--- config.mk ---
export PLATFORM = sky130hd
export DESIGN_NAME = vec_irq_ctrl
export DESIGN_NICKNAME = d
export VERILOG_FILES = /design/src/rtl/irq_ctrl_pkg.sv /design/src/rtl/irq_src_cond.sv /design/src/rtl/irq_first_pick.sv /design/src/rtl/irq_level_track.sv /design/src/rtl/irq_vec_gen.sv /design/src/rtl/vec_irq_ctrl.sv
export SDC_FILE = /design/constraint.sdc
export NUM_CORES = 1
export LEC_CHECK = 0
export BUFFER_PORTS_ARGS = -buffer_cell sky130_fd_sc_hd__buf_2
export CAP_MARGIN = 20
export CORE_AREA = 2 2 51 53
export DETAILED_ROUTE_END_ITERATION = 7
export DIE_AREA = 0 0 53 55
export PLACE_DENSITY = 0.81
export SLEW_MARGIN = 20
export SYNTH_ARGS = -nofsm -noshare
export SYNTH_HDL_FRONTEND = slang
export SYNTH_HIERARCHICAL = 1
export SYNTH_SLANG_ARGS = --single-unit
--- constraint.sdc ---
create_clock -name clk -period 2.9 [get_ports clk]
set_clock_uncertainty 0.2 [all_clocks]
set_input_delay 0.145 -clock clk [delete_from_list [all_inputs] [get_ports clk]]
set_output_delay 0.145 -clock clk [all_outputs]
set_load 0.02 [all_outputs]
--- src/rtl/irq_ctrl_pkg.sv ---
package irq_ctrl_pkg;

   typedef enum logic {
      LVL_LO = 1'b0,
      LVL_HI = 1'b1
   } lvl_e;

   typedef struct packed {
      logic hi;
      logic lo;
   } isv_t;

   // Entry address of a source: base plus index scaled by a power-of-two stride.
   function automatic logic [31:0] entry_of(input logic [31:0] base,
                                            input logic [31:0] idx,
                                            input int unsigned shift);
      return base + (idx << shift);
   endfunction

endpackage

--- src/rtl/irq_src_cond.sv ---
module irq_src_cond #(
   parameter int unsigned         NUM_SRC   = 8,
   parameter logic [NUM_SRC-1:0]  DUAL_MASK = 8'h60
) (
   input  logic [NUM_SRC-1:0] irq_req,
   input  logic [NUM_SRC-1:0] irq_req_alt,
   input  logic               glob_en,
   input  logic [NUM_SRC-1:0] src_en,
   input  logic [NUM_SRC-1:0] src_hi,
   output logic [NUM_SRC-1:0] cand_hi,
   output logic [NUM_SRC-1:0] cand_lo
);

   logic [NUM_SRC-1:0] merged;
   logic [NUM_SRC-1:0] eligible;
   logic               unused_alt;

   for (genvar i = 0; i < NUM_SRC; i++) begin : g_src
      if (DUAL_MASK[i]) begin : g_dual
         assign merged[i] = irq_req[i] | irq_req_alt[i];
      end else begin : g_single
         assign merged[i] = irq_req[i];
      end
   end

   assign unused_alt = ^(irq_req_alt & ~DUAL_MASK);

   assign eligible = merged & src_en & {NUM_SRC{glob_en}};
   assign cand_hi  = eligible & src_hi;
   assign cand_lo  = eligible & ~src_hi;

endmodule

--- src/rtl/irq_first_pick.sv ---
module irq_first_pick #(
   parameter int unsigned NUM_SRC = 8,
   localparam int unsigned IDX_W  = $clog2(NUM_SRC)
) (
   input  logic [NUM_SRC-1:0] cand,
   output logic               any,
   output logic [IDX_W-1:0]   idx,
   output logic [NUM_SRC-1:0] onehot
);

   // Fixed polling order: the lowest index has precedence.
   always_comb begin
      idx = '0;
      for (int i = NUM_SRC - 1; i >= 0; i--) begin
         if (cand[i]) begin
            idx = IDX_W'(i);
         end
      end
   end

   assign any    = |cand;
   assign onehot = cand & ~(cand - NUM_SRC'(1));

endmodule

--- src/rtl/irq_level_track.sv ---
module irq_level_track
   import irq_ctrl_pkg::*;
(
   input  logic clk,
   input  logic rst_n,
   input  logic take,
   input  lvl_e take_lvl,
   input  logic reti,
   input  logic insn_done,
   output logic isv_hi,
   output logic isv_lo,
   output logic hold
);

   isv_t isv_q;
   logic hold_q;

   always_ff @(posedge clk) begin
      if (!rst_n) begin
         isv_q  <= '0;
         hold_q <= 1'b0;
      end else begin
         if (reti) begin
            if (isv_q.hi) begin
               isv_q.hi <= 1'b0;
            end else begin
               isv_q.lo <= 1'b0;
            end
         end else if (take) begin
            if (take_lvl == LVL_HI) begin
               isv_q.hi <= 1'b1;
            end else begin
               isv_q.lo <= 1'b1;
            end
         end
         if (reti) begin
            hold_q <= 1'b1;
         end else if (insn_done) begin
            hold_q <= 1'b0;
         end
      end
   end

   assign isv_hi = isv_q.hi;
   assign isv_lo = isv_q.lo;
   assign hold   = hold_q;

endmodule

--- src/rtl/irq_vec_gen.sv ---
module irq_vec_gen
   import irq_ctrl_pkg::*;
#(
   parameter int unsigned         NUM_SRC    = 8,
   parameter int unsigned         ADDR_W     = 16,
   parameter logic [ADDR_W-1:0]   VEC_BASE   = 16'h0003,
   parameter int unsigned         VEC_STRIDE = 8,
   localparam int unsigned        IDX_W      = $clog2(NUM_SRC),
   localparam int unsigned        SHIFT      = $clog2(VEC_STRIDE)
) (
   input  logic [IDX_W-1:0]  idx,
   input  logic              valid,
   output logic [ADDR_W-1:0] vec_addr
);

   logic [31:0] full;

   assign full     = entry_of(32'(VEC_BASE), 32'(idx), SHIFT);
   assign vec_addr = valid ? full[ADDR_W-1:0] : '0;

endmodule

--- src/rtl/vec_irq_ctrl.sv ---
module vec_irq_ctrl
   import irq_ctrl_pkg::*;
#(
   parameter int unsigned         NUM_SRC    = 8,
   parameter int unsigned         ADDR_W     = 16,
   parameter logic [ADDR_W-1:0]   VEC_BASE   = 16'h0003,
   parameter int unsigned         VEC_STRIDE = 8,
   parameter logic [NUM_SRC-1:0]  DUAL_MASK  = 8'h60,
   localparam int unsigned        IDX_W      = $clog2(NUM_SRC)
) (
   input  logic               clk,
   input  logic               rst_n,
   input  logic [NUM_SRC-1:0] irq_req,
   input  logic [NUM_SRC-1:0] irq_req_alt,
   input  logic               glob_en,
   input  logic [NUM_SRC-1:0] src_en,
   input  logic [NUM_SRC-1:0] src_hi,
   input  logic               insn_done,
   input  logic               reti,
   output logic               take,
   output logic [ADDR_W-1:0]  vec_addr,
   output logic [NUM_SRC-1:0] ack
);

   // Elaboration-time parameter checks
   if (NUM_SRC < 2 || NUM_SRC > 32) begin : g_bad_num
      $error("vec_irq_ctrl: NUM_SRC must lie in 2..32");
   end
   if (VEC_STRIDE == 0 || (VEC_STRIDE & (VEC_STRIDE - 1)) != 0) begin : g_bad_stride
      $error("vec_irq_ctrl: VEC_STRIDE must be a power of two");
   end
   if (ADDR_W < 8 || ADDR_W > 32) begin : g_bad_addr
      $error("vec_irq_ctrl: ADDR_W must lie in 8..32");
   end
   if ((64'(VEC_BASE) + 64'(NUM_SRC - 1) * 64'(VEC_STRIDE)) >= (64'd1 << ADDR_W)) begin : g_bad_span
      $error("vec_irq_ctrl: entry table exceeds address width");
   end

   logic [NUM_SRC-1:0] cand_hi, cand_lo;
   logic               hi_any, lo_any;
   logic [IDX_W-1:0]   hi_idx, lo_idx, sel_idx;
   logic [NUM_SRC-1:0] hi_oh, lo_oh;
   logic               isv_hi, isv_lo, hold;
   logic               hi_ok, lo_ok, slot_open;
   lvl_e               sel_lvl;

   irq_src_cond #(
      .NUM_SRC   (NUM_SRC),
      .DUAL_MASK (DUAL_MASK)
   ) u_cond (
      .irq_req     (irq_req),
      .irq_req_alt (irq_req_alt),
      .glob_en     (glob_en),
      .src_en      (src_en),
      .src_hi      (src_hi),
      .cand_hi     (cand_hi),
      .cand_lo     (cand_lo)
   );

   irq_first_pick #(.NUM_SRC(NUM_SRC)) u_pick_hi (
      .cand   (cand_hi),
      .any    (hi_any),
      .idx    (hi_idx),
      .onehot (hi_oh)
   );

   irq_first_pick #(.NUM_SRC(NUM_SRC)) u_pick_lo (
      .cand   (cand_lo),
      .any    (lo_any),
      .idx    (lo_idx),
      .onehot (lo_oh)
   );

   // Preemption rule: high level blocked only by high in service,
   // low level blocked by either level in service.
   assign hi_ok     = hi_any & ~isv_hi;
   assign lo_ok     = lo_any & ~isv_hi & ~isv_lo;
   assign slot_open = rst_n & insn_done & ~reti & ~hold;

   assign take    = slot_open & (hi_ok | lo_ok);
   assign sel_lvl = hi_ok ? LVL_HI : LVL_LO;
   assign sel_idx = hi_ok ? hi_idx : lo_idx;
   assign ack     = take ? (hi_ok ? hi_oh : lo_oh) : '0;

   irq_level_track u_track (
      .clk       (clk),
      .rst_n     (rst_n),
      .take      (take),
      .take_lvl  (sel_lvl),
      .reti      (reti),
      .insn_done (insn_done),
      .isv_hi    (isv_hi),
      .isv_lo    (isv_lo),
      .hold      (hold)
   );

   irq_vec_gen #(
      .NUM_SRC    (NUM_SRC),
      .ADDR_W     (ADDR_W),
      .VEC_BASE   (VEC_BASE),
      .VEC_STRIDE (VEC_STRIDE)
   ) u_vec (
      .idx      (sel_idx),
      .valid    (take),
      .vec_addr (vec_addr)
   );

endmodule

==> results.toml <==
[logic_synthesis]
synth_compound_area_frac = 0.195
yosys.area.top_type = "buf_4"
yosys-mux-area-fraction = 0
netlist.area_leader.share = 0.134
synthCells = 148
yosysUniqueCellTypes = 28
synth_most_common_cell = "nand2_1"
synth-seq-cells = 3
synth_xor_area_frac = 0
yosys.area_share.simple = 0.532
yosys-top-cells-count = "nand2_1, nor2_1, buf_4, inv_1, a21oi_1"
syn_area_um2 = 898
synth.yosys.seq_area_share = 0.0669
ys.flop_type = "dfxtp_1"
yosysWarnings = 6
ys_async_sr_fraction = 0
yosys-top-cells-area = "buf_4, nand2_1, nor2_1"
synth_top_family_by_area = "simple AND/OR/NAND/NOR gates"
synth_edf_count = 0
postSynthAreaPerCell_um2 = 6.07
synth_fa_ha_area_frac = 0

[floorplanning]
io_pins = 62
rows = 18
die_w_um = 53
die_h_um = 55
dieArea_mm2 = 0.00292
initial_core_util = 0.380
core_mm2 = 0.00236

[sta]
tns_ns = 0
hold_viol_final = 0
fmax_mhz = 394
rsz0062_at_grt = "no"
final-setup-viol-count = 0
drv_slew = 0
fin_crit_sh = 0.875
fin_crit_ns = 2.54

[worst_hold_path]
hold_path.class = "in -> reg"
worstHoldStart = "insn_done"
hold_depth = 3

[final_layout]
stdcell_area_mm2 = 0.00112
antenna_cells = 0
layout.nets = 230
nFillCells = 268
regArea_um2 = 60.1
areaGrowthSynthToFinish_pct = 24.5
multi_input_area_um2 = 694
drive_gt1_frac = 0.318

[drt]
via_count = 1044
ant_nets = 0
firstDrtPassIters = 4
post_drt_wl_per_cell_um = 9.67
vias_per_cell = 4.70
wl_um = 2150
drt_iter0_drc = 15
drc = 0

[grt]
grt_pass1_vias = 853
antenna_found_initial = 0
grt_pass1_wl_um = 3240
gr-usage-met1 = 0.173
grt-busiest-layer = "met2"
met3_usage = 0.0161
grt-ovfl-total = 0
use_met2 = 0.285
grt_max_degree = 14
track_usage = 0.148

[worst_setup_path]
critPathMaxStageDelay_ns = 0.58
arrival_ns = 2.19
critPathSlowestCell = "or4_4"
cpLargestDelayFamily = "simple AND/OR/NAND/NOR gates"
critical_path_class = "in -> out"
worst-path-max-fanout = 13
reg2regPathDepth = 5
reg2reg_from = "u_track/isv_hi$_SDFFE_PP0P_"
critPathLaunch = "glob_en"
cp_num_buf_inv = 3
worstSetupPathDepth = 12
path_cells = "buf_2 > nand3_1 > nor2_1 > or4_4 > nor3_2 > nand2_1 > nand2b_1 > inv_1 > nand2_1 > nand2_1 > and2_1 > buf_2"
crit_required_ns = 2.56
worstSetupEndpointType = "output pin"
start_kind = "input port"
cp_common_cell = "nand2_1"

[placed_design]
hpwl_um = 1730
placed_cell_area_mm2 = 0.00107
io_buffer_count = 44
gp_congestion = 0.855

[clocking]
cts_setup_buffers = 0
tritoncts = "built"
clk_pin_slew_ns = 0.03
numCtsBuffers = 3
clockBufferDepth = 2
ctsResizeCount = 0
clk_latency_ns = 0.23
cts.sinks = 3
htreeDepth = 1
clockRootBuffer = "clkbuf_4"
postCtsHoldBufs = 2

[run_status]
outcome = "finished clean"

[pwr]
cellLeakagePower_nw = 0.570
powerDensity_mw_per_mm2 = 219
ir_worst_vdd_uv = 318

[job]
cap_viol_max_count = 0
[placed cells by master, fill, tap and decap left out, drive strengths merged]
cell type	Yosys	routed
o21a	1	1
a21oi	11	11
nand2b	1	1
nor2	26	26
o211ai	3	3
nand3	6	6
o32ai	1	1
or4	2	2
nor2b	6	6
dfxtp	3	3
and2	7	7
dlygate4sd3	0	2
clkbuf	0	4
buf	18	46
inv	12	12
nor3b	5	5
a211oi	2	2
nor4b	3	3
and2b	1	1
nor3	4	4
conb	1	11
o21ai	4	4
nand2	29	29
o21bai	2	2
[worst register-to-register path, stage by stage (launching register included)]
cell and delay, ns:
dfxtp_1 0.34, nor4b_4 0.31, o211ai_4 0.11, inv_1 0.18, nand2_1 0.09, o32ai_2 0.21
[state kept, by name (all words and copies together) (netlist names)]
register and cells:
u_track/isv_lo 1, u_track/hold 1, u_track/isv_hi 1
[final timing paths]
kind                                       to  slack (ns)
setup reg to reg  u_track/isv_lo$_SDFFE_PN0P_        1.36
hold / removal      u_track/hold$_SDFFE_PN0P_        0.11
setup / recovery                  vec_addr[3]        0.36
hold reg to reg   u_track/isv_lo$_SDFFE_PN0P_        0.31
[logic make-up (layout without fill, tap and decap cells)]
family	after synthesis	count (layout)
AOI/OAI and AO/OA	24	24
other	1	11
DFF	3	3
buffers and inverters	30	64
and+or+nand+nor	90	90
[power breakdown]
part / internal (mW) / switching, mW / total [mW] / leakage [nW]
Sequential: 0.0428 / 0.00125 / 0.0440 / 0.0245
Combinational: 0.0494 / 0.0809 / 0.130 / 0.531
Clock: 0.0514 / 0.0197 / 0.0711 / 0.0150
Total: 0.144 / 0.102 / 0.245 / 0.570
[stage by stage]
stage / hold WS [ns] / total power, mW / std cells / utilization / setup slack (ns)
floorplan: 0.0211 / 0.147 / 158 / - / 0.544
global placement: 0.217 / 0.170 / 216 / 0.453 / 0.376
detailed placement: 0.220 / 0.172 / 216 / 0.453 / 0.362
CTS: 0.0972 / 0.249 / 222 / 0.473 / 0.356
global route: 0.105 / 0.269 / 222 / 0.473 / 0.178
finish: 0.110 / 0.245 / 222 / 0.473 / 0.363
[final cells by class]
class                           instances  area share
Clock buffer                            4      0.0235
Inverter                               12      0.0403
Multi-Input combinational cell        125       0.621
Sequential cell                         3      0.0537
Tap cell                               30      0.0336
Timing Repair Buffer                   48       0.228
[per-layer routing]
metal  wire length [um]  vias up  part of all wire
met5                  0        -                 0
met3                119        2             0.055
li1                   -      549                 -
met4                  6        0            0.0028
met1                945      461              0.44
met2               1080       32              0.50
Power figures use the tool's default switching activity.
